### src/rtl/tf_pkg.sv
package tf_pkg;

  // Strobes issued by the control to the datapath counters.
  typedef struct packed {
    logic countCycle;   // a measured cycle ends now
    logic countGood;    // ... and it lies inside the band
    logic closePacket;  // clear packet counters and timer
  } tfStrobes_t;

  // Conditions reported by the datapath to the control.
  typedef struct packed {
    logic rise;        // synchronised rising edge this cycle
    logic inBand;      // current period count is inside the band
    logic overflow;    // period count passed the upper limit
    logic lastCycle;   // open packet already holds CYCLES-1 cycles
    logic goodAtMin;   // good count already reaches the minimum
    logic goodShort;   // good count is one below the minimum
    logic timeout;     // packet timer reaches its last tick
  } tfStatus_t;

endpackage

### src/rtl/tf_datapath.sv
module tf_datapath
  import tf_pkg::*;
#(
  parameter int NOM16       = 224,
  parameter int NOM12       = 298,
  parameter int TOL_PCT     = 3,
  parameter int CYCLES      = 32,
  parameter int MIN_GOOD    = 30,
  parameter int SYNC_STAGES = 2
) (
  input  logic       clk,
  input  logic       rstN,
  input  logic       sel12,
  input  logic       sigIn,
  input  tfStrobes_t strobes,
  output tfStatus_t  status
);

  localparam int LO16  = NOM16 - (NOM16 * TOL_PCT) / 100;
  localparam int HI16  = NOM16 + (NOM16 * TOL_PCT) / 100;
  localparam int LO12  = NOM12 - (NOM12 * TOL_PCT) / 100;
  localparam int HI12  = NOM12 + (NOM12 * TOL_PCT) / 100;
  localparam int PMAX  = (HI12 > HI16) ? HI12 : HI16;
  localparam int PW    = $clog2(PMAX + 2);
  localparam int TMO16 = HI16 * CYCLES;
  localparam int TMO12 = HI12 * CYCLES;
  localparam int TMAX  = (TMO12 > TMO16) ? TMO12 : TMO16;
  localparam int TW    = $clog2(TMAX + 1);
  localparam int CW    = $clog2(CYCLES + 1);

  // Synchroniser plus one history flop for edge detection.
  logic [SYNC_STAGES:0] syncQ;
  always_ff @(posedge clk or negedge rstN) begin
    if (!rstN) syncQ <= '0;
    else       syncQ <= {syncQ[SYNC_STAGES-1:0], sigIn};
  end

  logic riseNow;
  assign riseNow = syncQ[SYNC_STAGES-1] & ~syncQ[SYNC_STAGES];

  // Band limits and timeout for the selected system.
  logic [PW-1:0] limLo, limHi;
  logic [TW-1:0] tmoLast;
  assign limLo   = sel12 ? PW'(LO12) : PW'(LO16);
  assign limHi   = sel12 ? PW'(HI12) : PW'(HI16);
  assign tmoLast = sel12 ? TW'(TMO12 - 1) : TW'(TMO16 - 1);

  // Period counter, saturating one past the upper limit.
  logic [PW-1:0] periodCnt;
  logic          overNow;
  assign overNow = periodCnt > limHi;

  always_ff @(posedge clk or negedge rstN) begin
    if (!rstN)         periodCnt <= PW'(PMAX + 1);
    else if (riseNow)  periodCnt <= PW'(1);
    else if (!overNow) periodCnt <= periodCnt + PW'(1);
  end

  // Packet counters and packet timer.
  logic [CW-1:0] cycleCnt, goodCnt;
  logic [TW-1:0] tCnt;

  always_ff @(posedge clk or negedge rstN) begin
    if (!rstN) begin
      cycleCnt <= '0;
      goodCnt  <= '0;
      tCnt     <= '0;
    end else if (strobes.closePacket) begin
      cycleCnt <= '0;
      goodCnt  <= '0;
      tCnt     <= '0;
    end else begin
      tCnt <= tCnt + TW'(1);
      if (strobes.countCycle) cycleCnt <= cycleCnt + CW'(1);
      if (strobes.countGood)  goodCnt  <= goodCnt + CW'(1);
    end
  end

  assign status.rise      = riseNow;
  assign status.inBand    = (periodCnt >= limLo) && !overNow;
  assign status.overflow  = overNow;
  assign status.lastCycle = cycleCnt == CW'(CYCLES - 1);
  assign status.goodAtMin = goodCnt >= CW'(MIN_GOOD);
  assign status.goodShort = goodCnt == CW'(MIN_GOOD - 1);
  assign status.timeout   = tCnt >= tmoLast;

  // Checks
  assert_period_sat_R2: assert property (@(posedge clk) disable iff (!rstN)
    periodCnt <= PW'(PMAX + 1));

  assert_cycle_bound_R3: assert property (@(posedge clk) disable iff (!rstN)
    cycleCnt < CW'(CYCLES));

  assert_good_le_cycles_R3: assert property (@(posedge clk) disable iff (!rstN)
    goodCnt <= cycleCnt);

  assert_timeout_bound_R5: assert property (@(posedge clk) disable iff (!rstN)
    tCnt < TW'(TMAX));

endmodule

### src/rtl/tf_control.sv
module tf_control
  import tf_pkg::*;
#(
  parameter int CONFIRM = 2
) (
  input  logic       clk,
  input  logic       rstN,
  input  tfStatus_t  status,
  output tfStrobes_t strobes,
  output logic       toneN,
  output logic       pktStrobe,
  output logic       pktGood
);

  localparam int RW = $clog2(CONFIRM + 1);

  // A measurement is armed once an edge has started it and the count has not
  // run past the upper limit since.
  logic armed;
  always_ff @(posedge clk or negedge rstN) begin
    if (!rstN)                armed <= 1'b0;
    else if (status.rise)     armed <= 1'b1;
    else if (status.overflow) armed <= 1'b0;
  end

  logic fullClose, pktIsGood;
  assign strobes.countCycle  = status.rise & armed;
  assign strobes.countGood   = strobes.countCycle & status.inBand;
  assign fullClose           = strobes.countCycle & status.lastCycle;
  assign strobes.closePacket = fullClose | status.timeout;
  assign pktIsGood = fullClose &
                     (status.goodAtMin | (status.goodShort & status.inBand));

  // Packet runs and follower with hysteresis.
  logic [RW-1:0] goodRun, badRun, goodNext, badNext;
  assign goodNext = (goodRun == RW'(CONFIRM)) ? goodRun : goodRun + RW'(1);
  assign badNext  = (badRun  == RW'(CONFIRM)) ? badRun  : badRun  + RW'(1);

  always_ff @(posedge clk or negedge rstN) begin
    if (!rstN) begin
      pktStrobe <= 1'b0;
      pktGood   <= 1'b0;
      goodRun   <= '0;
      badRun    <= '0;
      toneN     <= 1'b1;
    end else begin
      pktStrobe <= strobes.closePacket;
      if (strobes.closePacket) begin
        pktGood <= pktIsGood;
        if (pktIsGood) begin
          goodRun <= goodNext;
          badRun  <= '0;
          if (goodNext >= RW'(CONFIRM)) toneN <= 1'b0;
        end else begin
          badRun  <= badNext;
          goodRun <= '0;
          if (badNext >= RW'(CONFIRM)) toneN <= 1'b1;
        end
      end
    end
  end

  // Checks
  assert_single_strobe_R3: assert property (@(posedge clk) disable iff (!rstN)
    pktStrobe |=> !pktStrobe);

  assert_follow_on_strobe_R8: assert property (@(posedge clk) disable iff (!rstN)
    !$stable(toneN) |-> pktStrobe);

  assert_fall_on_good_R6: assert property (@(posedge clk) disable iff (!rstN)
    $fell(toneN) |-> pktGood);

  assert_rise_on_bad_R7: assert property (@(posedge clk) disable iff (!rstN)
    $rose(toneN) |-> !pktGood);

  assert_armed_count_R4: assert property (@(posedge clk) disable iff (!rstN)
    (status.rise && !armed) |=> !pktStrobe || $past(status.timeout));

endmodule

### src/rtl/charge_tone_follower.sv
module charge_tone_follower
  import tf_pkg::*;
#(
  parameter int NOM16       = 224,
  parameter int NOM12       = 298,
  parameter int TOL_PCT     = 3,
  parameter int CYCLES      = 32,
  parameter int MIN_GOOD    = 30,
  parameter int SYNC_STAGES = 2,
  parameter int CONFIRM     = 2
) (
  input  logic clk,
  input  logic rstN,
  input  logic sel12,
  input  logic sigIn,
  output logic toneN,
  output logic pktStrobe,
  output logic pktGood
);

  tfStrobes_t strobes;
  tfStatus_t  status;

  tf_datapath #(
    .NOM16(NOM16), .NOM12(NOM12), .TOL_PCT(TOL_PCT), .CYCLES(CYCLES),
    .MIN_GOOD(MIN_GOOD), .SYNC_STAGES(SYNC_STAGES)
  ) i_datapath (
    .clk(clk), .rstN(rstN), .sel12(sel12), .sigIn(sigIn),
    .strobes(strobes), .status(status)
  );

  tf_control #(
    .CONFIRM(CONFIRM)
  ) i_control (
    .clk(clk), .rstN(rstN), .status(status), .strobes(strobes),
    .toneN(toneN), .pktStrobe(pktStrobe), .pktGood(pktGood)
  );

endmodule

### config.mk
export PLATFORM = sky130hd
export DESIGN_NAME = charge_tone_follower
export DESIGN_NICKNAME = d
export VERILOG_FILES = /design/src/rtl/tf_pkg.sv /design/src/rtl/tf_datapath.sv /design/src/rtl/tf_control.sv /design/src/rtl/charge_tone_follower.sv
export SDC_FILE = /design/constraint.sdc
export NUM_CORES = 1
export LEC_CHECK = 0
export BUFFER_PORTS_ARGS = -buffer_cell sky130_fd_sc_hd__buf_2
export CAP_MARGIN = 20
export CORE_MARGIN = 10
export CORE_UTILIZATION = 24
export DETAILED_ROUTE_END_ITERATION = 8
export GPL_ROUTABILITY_DRIVEN = 1
export PLACE_DENSITY = 0.38
export SYNTH_ARGS = -nofsm -noshare
export SYNTH_HDL_FRONTEND = slang
export SYNTH_HIERARCHICAL = 1
export SYNTH_SLANG_ARGS = --single-unit
### constraint.sdc
create_clock -name clk -period 2.5 [get_ports clk]
set_input_delay 0.75 -clock clk [delete_from_list [all_inputs] [get_ports clk]]
set_output_delay 0.75 -clock clk [all_outputs]
set_load 0.01 [all_outputs]
* Yosys cells after proc, flatten, opt, wreduce, memory -nomap -nowiden
Cells that the tools add are included.
** Word-level totals
- Flip-flop bits (word level) :: 46
- Input bits :: 4
- Output and inout port bits :: 3
- Word-level logic and storage cells :: 64
** Operators by class
- $add $sub $neg :: 6
- Order comparisons :: 6
- Equality and inequality tests :: 6
- Mux-type cells :: 19
- Bitwise gates (word level) :: 9
- Reduce and logical (&&, ||, !) cells :: 7
** Operators by type and width (number)
- 2-to-1 mux 9 bit :: 4
- 2-to-1 mux 14 bit :: 2
- 2-to-1 mux 6 bit :: 4
- adder 14 x 1 -> 14 bit (second input constant) :: 1
- >= comparator 14 bit :: 1
- adder 6 x 1 -> 6 bit (second input constant) :: 2
- equality test 6 x 5 -> 1 bit (second input constant) :: 2
- adder 9 x 1 -> 9 bit (second input constant) :: 1
- >= comparator 9 bit :: 1
- greater-than comparator 9 bit :: 1
- 2-to-1 mux 2 bit :: 4
- nonzero test 2 bit :: 4
- AND 1 bit :: 6
- >= comparator 6 x 5 -> 1 bit (second input constant) :: 1
- 2-to-1 mux 1 bit :: 5
- adder 2 x 1 -> 2 bit (second input constant) :: 2
- equality test 2 bit (second input constant) :: 2
- >= comparator 2 bit (second input constant) :: 2
- AND reduction 3 bit :: 1
- != test 2 x 1 -> 1 bit (second input constant) :: 1
- != test 2 bit (second input constant) :: 1
- bitwise OR 1 bit :: 2
- logical AND 1 bit :: 1
- logical NOT 1 bit :: 1
- NOT 1 bit :: 1

* Logic depth before layout (Yosys ltp)
Gate-level depths: netlist of the first run.
- Depth after elaboration :: 9
- Depth in mapped cells :: 12
- Mapped depth without buffers :: 11

* Cells and area by module
The synthesis of the first run kept the hierarchy.
** By module, submodules not included
- tf_datapath :: times used 1, cells an instance 214, area an instance 2105.8 sq um, seq. area each 957.2 sq um
- tf_control :: times used 1, cells an instance 33, area an instance 399.1 sq um, seq. area each 201.4 sq um

* Worst setup path before layout of the first run
Ideal clock, no wire load.
- Kind :: input-to-reg
- Start point :: in sel12
- End point :: reg i_datapath.goodCnt[5]
- Library setup time :: 0.078 ns
- Arrival time :: 3.136 ns
- Required time :: 2.422 ns
- Path slack :: -0.714 ns
- Stages :: 12
- Path buffers :: 1
- Cells stage by stage :: inv_1 -> ha_1 -> nand4_1 -> or4b_4 -> nand3_2 -> inv_2 -> buf_4 -> a21oi_1 -> and3_2 -> nand4_1 -> or3_1 -> a21oi_1
** RTL lines
- start: declaration :: RTL line charge_tone_follower.sv:14 : input logic sel12,
- end signal: assignment :: RTL line tf_datapath.sv:75 : if (strobes.countGood) goodCnt <= goodCnt + CW'(1);
- end: declaration :: RTL line tf_datapath.sv:60 : logic [CW-1:0] cycleCnt, goodCnt;

==> results of run 1 <==
-- power groups by stage --
stage               Sequential [uW]  Clock [uW]  Combinational, uW
finish                         1030         471                578
global route                   1060         533                673
CTS                            1030         504                568
detailed placement             1040           0                560
global placement               1040           0                559
floorplan                      1030           0                378
-- how the worst max path moves through the flow --
stage                                                      to  slack (ns)   from  cells after the start
after floorplan             i_datapath/goodCnt[5]$_DFFE_PN0P_       -0.49  sel12                     12
after global placement      i_datapath/goodCnt[5]$_DFFE_PN0P_       -0.49  sel12                     12
after detailed placement    i_datapath/goodCnt[5]$_DFFE_PN0P_       -0.55  sel12                     12
after CTS                   i_datapath/goodCnt[5]$_DFFE_PN0P_       -0.10  sel12                     12
after global routing        i_datapath/goodCnt[5]$_DFFE_PN0P_       -0.24  sel12                     12
final                     i_datapath/periodCnt[5]$_DFFE_PN1P_       -0.15  sel12                     11
-- cells in the final DEF, fill, tap and decap left out, types with 3 or more instances in the layout --
cell	Yosys	routed
sky130_fd_sc_hd__a21oi_2	1	7
sky130_fd_sc_hd__nand3_1	12	11
sky130_fd_sc_hd__inv_1	13	12
sky130_fd_sc_hd__buf_6	0	3
sky130_fd_sc_hd__dfrtp_1	40	40
sky130_fd_sc_hd__and3_1	4	4
sky130_fd_sc_hd__dfstp_2	6	6
sky130_fd_sc_hd__xor2_1	13	13
sky130_fd_sc_hd__buf_2	0	5
sky130_fd_sc_hd__nand2_1	17	16
sky130_fd_sc_hd__ha_1	22	21
sky130_fd_sc_hd__o21ai_0	8	6
sky130_fd_sc_hd__nor2_1	28	28
sky130_fd_sc_hd__clkbuf_8	0	5
sky130_fd_sc_hd__o21a_1	3	3
sky130_fd_sc_hd__nand4_1	6	6
sky130_fd_sc_hd__and2_1	3	3
sky130_fd_sc_hd__o21ai_1	1	3
sky130_fd_sc_hd__a21oi_1	12	4
sky130_fd_sc_hd__buf_4	3	26
sky130_fd_sc_hd__or3_1	6	5
sky130_fd_sc_hd__xnor2_1	7	6
-- kinds of logic (layout without fill, tap and decap cells) --
kind of cell | after synthesis | count (layout) | synth area share
xor+xnor | 20 | 20 | 0.06993
fa+ha+maj | 22 | 22 | 0.1099
simple gates | 89 | 89 | 0.1818
buf+inv | 23 | 62 | 0.04096
compound gates | 46 | 46 | 0.1309
mux | 1 | 1 | 0.003996
flops | 46 | 46 | 0.4625
-- metrics by stage --
stage                     hold WS [ns]  power [uW]  cell area (um^2)  instances
after floorplan                 0.3312        1406              2565        247
after global placement          0.3336        1603              2904        405
after detailed placement        0.3356        1605              2904        405
after CTS                       0.3594        2103              3044        417
after global routing            0.3683        2266              3171        422
final                           0.3543        2082              3171        422
-- cells in the mapped netlist (all sizes together) --
| cell | n |
|---|---|
| nor3 | 1 |
| and3 | 5 |
| nand4 | 6 |
| o21a | 3 |
| buf | 3 |
| nor4 | 1 |
| o31ai | 2 |
| ha | 22 |
| dfstp | 6 |
| and2 | 3 |
| a21o | 3 |
| a31o | 1 |
| xor2 | 13 |
| nor2 | 29 |
| o311ai | 1 |
| a31oi | 2 |
| or4 | 2 |
| o21ai | 9 |
| o2111ai | 2 |
| a22o | 2 |
| and4 | 1 |
| clkbuf | 4 |
| inv | 14 |
| a221oi | 1 |
| xnor2 | 7 |
| nand3 | 14 |
| a21oi | 13 |
| nor3b | 1 |
| or3 | 6 |
| clkinv | 2 |
| dfrtp | 40 |
| o211ai | 1 |
| a211oi | 3 |
| nand2b | 1 |
| nor2b | 1 |
| nand2 | 17 |
| a22oi | 1 |
| or4b | 1 |
| o21bai | 1 |
| o31a | 1 |
| mux2i | 1 |
-- critical path, delay by kind of cell --
kind	cells	cell delay, ns
buffers and inverters	5	0.49
AND/OR/NAND/NOR	4	1.21
AO/OA/AOI/OAI	1	0.13
adder cells (fa/ha/maj)	1	0.29
-- what timing repair did --
item	4_1_cts	5_1_grt
resized for setup	6	26
buffers inserted	5	6
setup endpoints to repair	37	38
pin swaps	4	8
-- state kept, by name (all words and copies together), names as in the netlist --
signal                count
i_datapath/syncQ          3
i_control/goodRun         2
i_control/armed           1
i_control/pktGood         1
i_datapath/goodCnt        6
i_control/toneN           1
i_datapath/periodCnt      9
i_datapath/tCnt          14
i_control/pktStrobe       1
i_control/badRun          2
i_datapath/cycleCnt       6
-- routing by layer --
layer / global-route usage / vias to the layer above / part of all wire / routed length (um)
met5: 0 / - / 0 / 0
met4: 0.02430 / 0 / 0.0092 / 50
met2: 0.1343 / 11 / 0.48 / 2641
met1: 0.09750 / 924 / 0.49 / 2664
met3: 0.01943 / 5 / 0.018 / 96
li1: - / 940 / - / -
-- layout make-up --
class	instances	area, um^2
clock inverters	3	18.77
clock buffers	5	68.82
repair buffers	38	324.1
multi-input cells	178	1359
well taps	136	170.2
flip-flops and latches	46	1159
fillers	1071	7061
inverters	16	71.32
==> flow_metrics.env, run 1 <==
export IMPL_status="complete, but fails checks"
export IMPL_failed_checks="setup timing"
export IMPL_setup_slack_ns=-0.1469
export IMPL_power_density_nw_per_um2=656.7
export IMPL_worst_setup_hold_path_clk_slew_ns=0.09
export IMPL_clock_fmax_ghz=0.3778
export IMPL_vias=1880
export IMPL_crit_type="in2reg"
export IMPL_irDropWorstVdd_uv=204.8
export IMPL_hold_depth=0
export IMPL_end_kind="register"
export IMPL_share_seq_of_total_power=0.496
export IMPL_timing_critical_path_required_ns=2.73
export IMPL_p_clk_frac=0.226
export IMPL_num_antenna_cells=0
export IMPL_tightestPinTransition_ns=0.4986
export IMPL_flops_latches_synth=46
export IMPL_detail_route_first_pass_iterations=4
export IMPL_clockBufferDepth=2
export IMPL_rr_endpoint="i_datapath/periodCnt[5]$_DFFE_PN1P_"
export IMPL_crit_chain="buf_8 > clkinvlp_4 > ha_4 > nand4_1 > or4b_4 > nand3_4 > inv_4 > buf_4 > buf_8 > or4_4 > a21oi_2"
export IMPL_critPathLaunchType="input pin"
export IMPL_post_cts_hold_buffer_count=0
export IMPL_max_stage_delay_ns=0.52
export IMPL_switching_power_uw=699.4
export IMPL_tritoncts_clock_tree="built"
export IMPL_core_region_area_um2=10230
export IMPL_drcViolationCount=0
export IMPL_utilization=0.3099
export IMPL_hold_path_endpoint="i_datapath/syncQ[1]$_DFF_PN0_"
export IMPL_timing_max_transition_violations_final=0
export IMPL_synthDominantAreaCellType="sky130_fd_sc_hd__dfrtp_1"
export IMPL_max_slew_margin=0.6676
export IMPL_max_capacitance_violation_count=0
export IMPL_avgSynthCellArea_um2=10.14
export IMPL_grt_remaining_overflow=0
export IMPL_min_delay_start="i_datapath/syncQ[0]$_DFF_PN0_"
export IMPL_floorplan_initialDensity=0.2448
export IMPL_grt_antenna_before_repair=0
export IMPL_final_min_period_over_clock_period=1.059
export IMPL_cts_inserted_buffers=5
export IMPL_ff2ff_setup_slack_ns=0.02
export IMPL_power_switching_share=0.3359
export IMPL_route_final_wire_length_um=5452
export IMPL_synth_top_cells_by_area="sky130_fd_sc_hd__dfrtp_1 (40%), sky130_fd_sc_hd__ha_1 (11%), sky130_fd_sc_hd__dfstp_2 (6.3%), sky130_fd_sc_hd__xor2_1 (4.5%), sky130_fd_sc_hd__nor2_1 (4.2%)"
export IMPL_netlist_area_leader_share=0.3996
export IMPL_floorplan_die_height_um=122.2
export IMPL_p_int_uw=1383
export IMPL_detail_route_vias_per_cell=4.455
export IMPL_fin_worst_skew_ns=0.01383
export IMPL_grtUsageTotal=0.07943
export IMPL_ys_warn_count=6
export IMPL_hpwlAfterDp_um=3829
export IMPL_boundaryPins=7
export IMPL_timing_final_hold_violations=0
export IMPL_placementRows=37
export IMPL_power_leakage_uw=0.001410
export IMPL_vias_in_the_first_global_route=2021
export IMPL_critical_path_peak_fanout=7
export IMPL_synth_nets=273
export IMPL_crit_reg2reg_launch="i_datapath/periodCnt[8]$_DFFE_PN1P_"
export IMPL_cp_arrival_ns=2.88
export IMPL_rr_worst_depth=13
export IMPL_setup_viol=10
export IMPL_postSynthCellCount=247
export IMPL_layout_drive_gt1_share=0.2972
export IMPL_die_width_um=122.2
export IMPL_area_growth_pct=26.57
export IMPL_grt_start_max_net_pins=29
export IMPL_fin_tns_setup_ns=-0.6600
export IMPL_num_nets_final=311
export IMPL_rsz_0062_raised_after_global_routing="true"
export IMPL_clk_lat_worst_skew_ns=0.30
export IMPL_overall_die_area_um2=14920
export IMPL_layout_min_cycle_time_ns=2.647
export IMPL_first_iter_violations=42
export IMPL_gpl_final_weighted_congestion=0.7589
export IMPL_yosys_cell_types_count=50
export IMPL_h_tree_depth=2
export IMPL_hold_class="reg2reg"
export IMPL_share_comb_of_total_power=0.278
export IMPL_worst_path_most_repeated_cell="sky130_fd_sc_hd__buf_8"
export IMPL_post_synth_instance_area_um2=2505
export IMPL_detailedPlace_worstSlack_ns=-0.5546
export IMPL_ctsRootBufferMaster="sky130_fd_sc_hd__clkbuf_8"
export IMPL_detail_route_wl_per_cell_um=12.92
export IMPL_final_antenna_net_count=0
export IMPL_wire_length_of_the_first_global_routing_pass_um=9680
export IMPL_crit_path_top_delay_cell="sky130_fd_sc_hd__or4b_4"
export IMPL_clock_sinks=46
export IMPL_synth_seq_area_share=0.4625
export IMPL_numPortBuffers=6
Power figures use the tool's default switching activity.
==> inputs of run 2 (changes only) <==
--- a/config.mk
+++ b/config.mk
@@ -7,7 +7,6 @@
 export LEC_CHECK = 0
 export BUFFER_PORTS_ARGS = -buffer_cell sky130_fd_sc_hd__buf_2
 export CAP_MARGIN = 20
-export CORE_MARGIN = 10
 export CORE_UTILIZATION = 24
 export DETAILED_ROUTE_END_ITERATION = 8
 export GPL_ROUTABILITY_DRIVEN = 1
==> run 2 against run 1 <==
Net effect:
- clock-buffer cell count stayed put
- highest routed layer unchanged
- via count fell by 3.4%
- clock skew barely moved
- the flow still finishes with violations (setup timing)
- die area fell by 27%
- register-to-register slack lost 0.04 ns
- largest power group unchanged
- largest cell class unchanged
- clock power shrank 1%
- hold slack worse by 0.0070 ns
- global-route usage is 2.3 points higher
==> flow_metrics.env, run 2 (synthesis results as in run 1) <==
export IMPL_top_regs="i_datapath/tCnt x14, i_datapath/periodCnt x9"
export IMPL_final_min_period_over_clock_period=1.072
export IMPL_cts_inserted_buffers=5
export IMPL_final_antenna_net_count=0
export IMPL_clock_fmax_ghz=0.3731
export IMPL_h_tree_depth=2
export IMPL_post_cts_hold_buffer_count=0
export IMPL_gpl_final_weighted_congestion=0.7368
export IMPL_layout_min_cycle_time_ns=2.680
export IMPL_floorplan_initialDensity=0.2516
export IMPL_max_slew_margin=0.7358
export IMPL_tritoncts_clock_tree="built"
export IMPL_status="complete, but fails checks"
export IMPL_hold_class="in2async"
export IMPL_critical_path_peak_fanout=5
export IMPL_die_width_um=104.2
export IMPL_most_common_layout_cells="sky130_fd_sc_hd__dfrtp_1 (40), sky130_fd_sc_hd__nor2_1 (28), sky130_fd_sc_hd__buf_4 (27)"
export IMPL_clockBufferDepth=2
export IMPL_wire_length_of_the_first_global_routing_pass_um=8921
export IMPL_multiInputGateArea_um2=1370
export IMPL_num_antenna_cells=0
export IMPL_detail_route_first_pass_iterations=4
export IMPL_detail_route_wl_per_cell_um=12.36
export IMPL_vias_in_the_first_global_route=1815
export IMPL_fillCellCount=1057
export IMPL_vias=1817
export IMPL_grt_remaining_overflow=0
export IMPL_grt_antenna_before_repair=0
export IMPL_ctsRootBufferMaster="sky130_fd_sc_hd__clkbuf_8"
export IMPL_power_density_nw_per_um2=663.2
export IMPL_final_common_cell="sky130_fd_sc_hd__dfrtp_1"
export IMPL_timing_final_hold_violations=0
export IMPL_first_iter_violations=41
export IMPL_area_growth_pct=25.52
export IMPL_fin_worst_skew_ns=0.01397
export IMPL_setup_viol=13
export IMPL_floorplan_die_height_um=104.2
export IMPL_num_nets_final=310
export IMPL_overall_die_area_um2=10850
export IMPL_timing_critical_path_required_ns=2.74
export IMPL_drcViolationCount=0
export IMPL_critPathLaunchType="input pin"
export IMPL_clk_lat_worst_skew_ns=0.30
export IMPL_registers_top_by_ff_count="i_datapath/tCnt"
export IMPL_max_capacitance_violation_count=0
export IMPL_power_leakage_uw=0.001391
export IMPL_tightestPinTransition_ns=0.3954
export IMPL_irDropWorstVdd_uv=207.5
export IMPL_core_region_area_um2=9955
export IMPL_end_kind="register"
export IMPL_placementRows=36
export IMPL_grtUsageTotal=0.1027
export IMPL_failed_checks="setup timing"
export IMPL_setup_slack_ns=-0.1805
export IMPL_hpwlAfterDp_um=3720
export IMPL_utilization=0.3159
export IMPL_fin_tns_setup_ns=-0.7189
export IMPL_clock_sinks=46
export IMPL_timing_max_transition_violations_final=0
export IMPL_numPortBuffers=6
export IMPL_detail_route_vias_per_cell=4.347
export IMPL_boundaryPins=7
export IMPL_rsz_0062_raised_after_global_routing="true"
export IMPL_grt_start_max_net_pins=20
export IMPL_layout_drive_gt1_share=0.2807
export IMPL_crit_type="in2reg"
export IMPL_route_final_wire_length_um=5165
export IMPL_worst_setup_hold_path_clk_slew_ns=0.10
export IMPL_register_area_um2=1159
export IMPL_largest_register_ffs=14
export IMPL_cp_arrival_ns=2.92
-- run 2: cell types whose count changed in the layout (fill, tap and decap cells not counted), sizes merged --
cell | before | now
clkinv | 4 | 5
buf | 38 | 36
-- run 2: what timing repair did --
action	4_1_cts	5_1_grt
endpoints found under the setup margin	36	36
cloned	1	0
pin swaps	7	5
setup buffers	7	0
resized for setup	13	11
-- run 2: area by class of cell --
class / instances / area share
tap: 133 / 0.05292
clock inverter: 3 / 0.005969
timing repair inverter: 1 / 0.001592
timing repair buffer: 36 / 0.09073
sequential: 46 / 0.3685
multi-input combinational: 178 / 0.4357
clock buffer: 5 / 0.02189
inverter: 16 / 0.02268
-- run 2: through the flow --
step / power, uW / instances / instance area [um^2] / hold slack (ns) / worst slack [ns]
after global routing: 2274 / 418 / 3144 / 0.3603 / -0.2778
final: 2085 / 418 / 3144 / 0.3474 / -0.1805
after CTS: 2113 / 419 / 3103 / 0.3401 / -0.1541
after floorplan: 1406 / 247 / 2565 / 0.3312 / -0.4935
after global placement: 1605 / 404 / 2903 / 0.3338 / -0.5171
after detailed placement: 1603 / 404 / 2903 / 0.3364 / -0.5701
-- run 2: final timing paths --
path                       slack, ns                                start                             endpoint  depth (start not counted)
max                            -0.18                                sel12    i_datapath/goodCnt[5]$_DFFE_PN0P_                         12
min                             0.35                                 rstN        i_datapath/syncQ[0]$_DFF_PN0_                          1
max reg2reg                    -0.02  i_datapath/periodCnt[8]$_DFFE_PN1P_    i_datapath/goodCnt[5]$_DFFE_PN0P_                         12
min reg2reg                     0.35        i_datapath/syncQ[0]$_DFF_PN0_        i_datapath/syncQ[1]$_DFF_PN0_                          0
max in group asynchronous       1.52                                 rstN  i_datapath/periodCnt[5]$_DFFE_PN1P_                          2
min in group clk                0.35        i_datapath/syncQ[0]$_DFF_PN0_        i_datapath/syncQ[1]$_DFF_PN0_                          0
-- run 2: metal layers --
layer | track usage | part of all wire
met5 | 0 | 0
met4 | 0.03673 | 0.0095
met3 | 0.01880 | 0.015
met2 | 0.1686 | 0.47
met1 | 0.1347 | 0.50
-- run 2: power breakdown --
part | internal [uW] | total [uW] | switching [uW]
logic | 290 | 593 | 303
clock network | 198 | 465 | 268
registers | 901 | 1030 | 126
total | 1390 | 2090 | 697
-- run 2: worst max-delay path: stages --
cell,delay [ns]
sky130_fd_sc_hd__buf_8,0.09
sky130_fd_sc_hd__clkinvlp_4,0.13
sky130_fd_sc_hd__ha_4,0.29
sky130_fd_sc_hd__nand4_1,0.10
sky130_fd_sc_hd__or4b_4,0.52
sky130_fd_sc_hd__nand3_4,0.09
sky130_fd_sc_hd__inv_4,0.04
sky130_fd_sc_hd__a21oi_4,0.12
sky130_fd_sc_hd__and3_4,0.20
sky130_fd_sc_hd__nand4_1,0.11
sky130_fd_sc_hd__or3_1,0.35
sky130_fd_sc_hd__a21oi_2,0.13
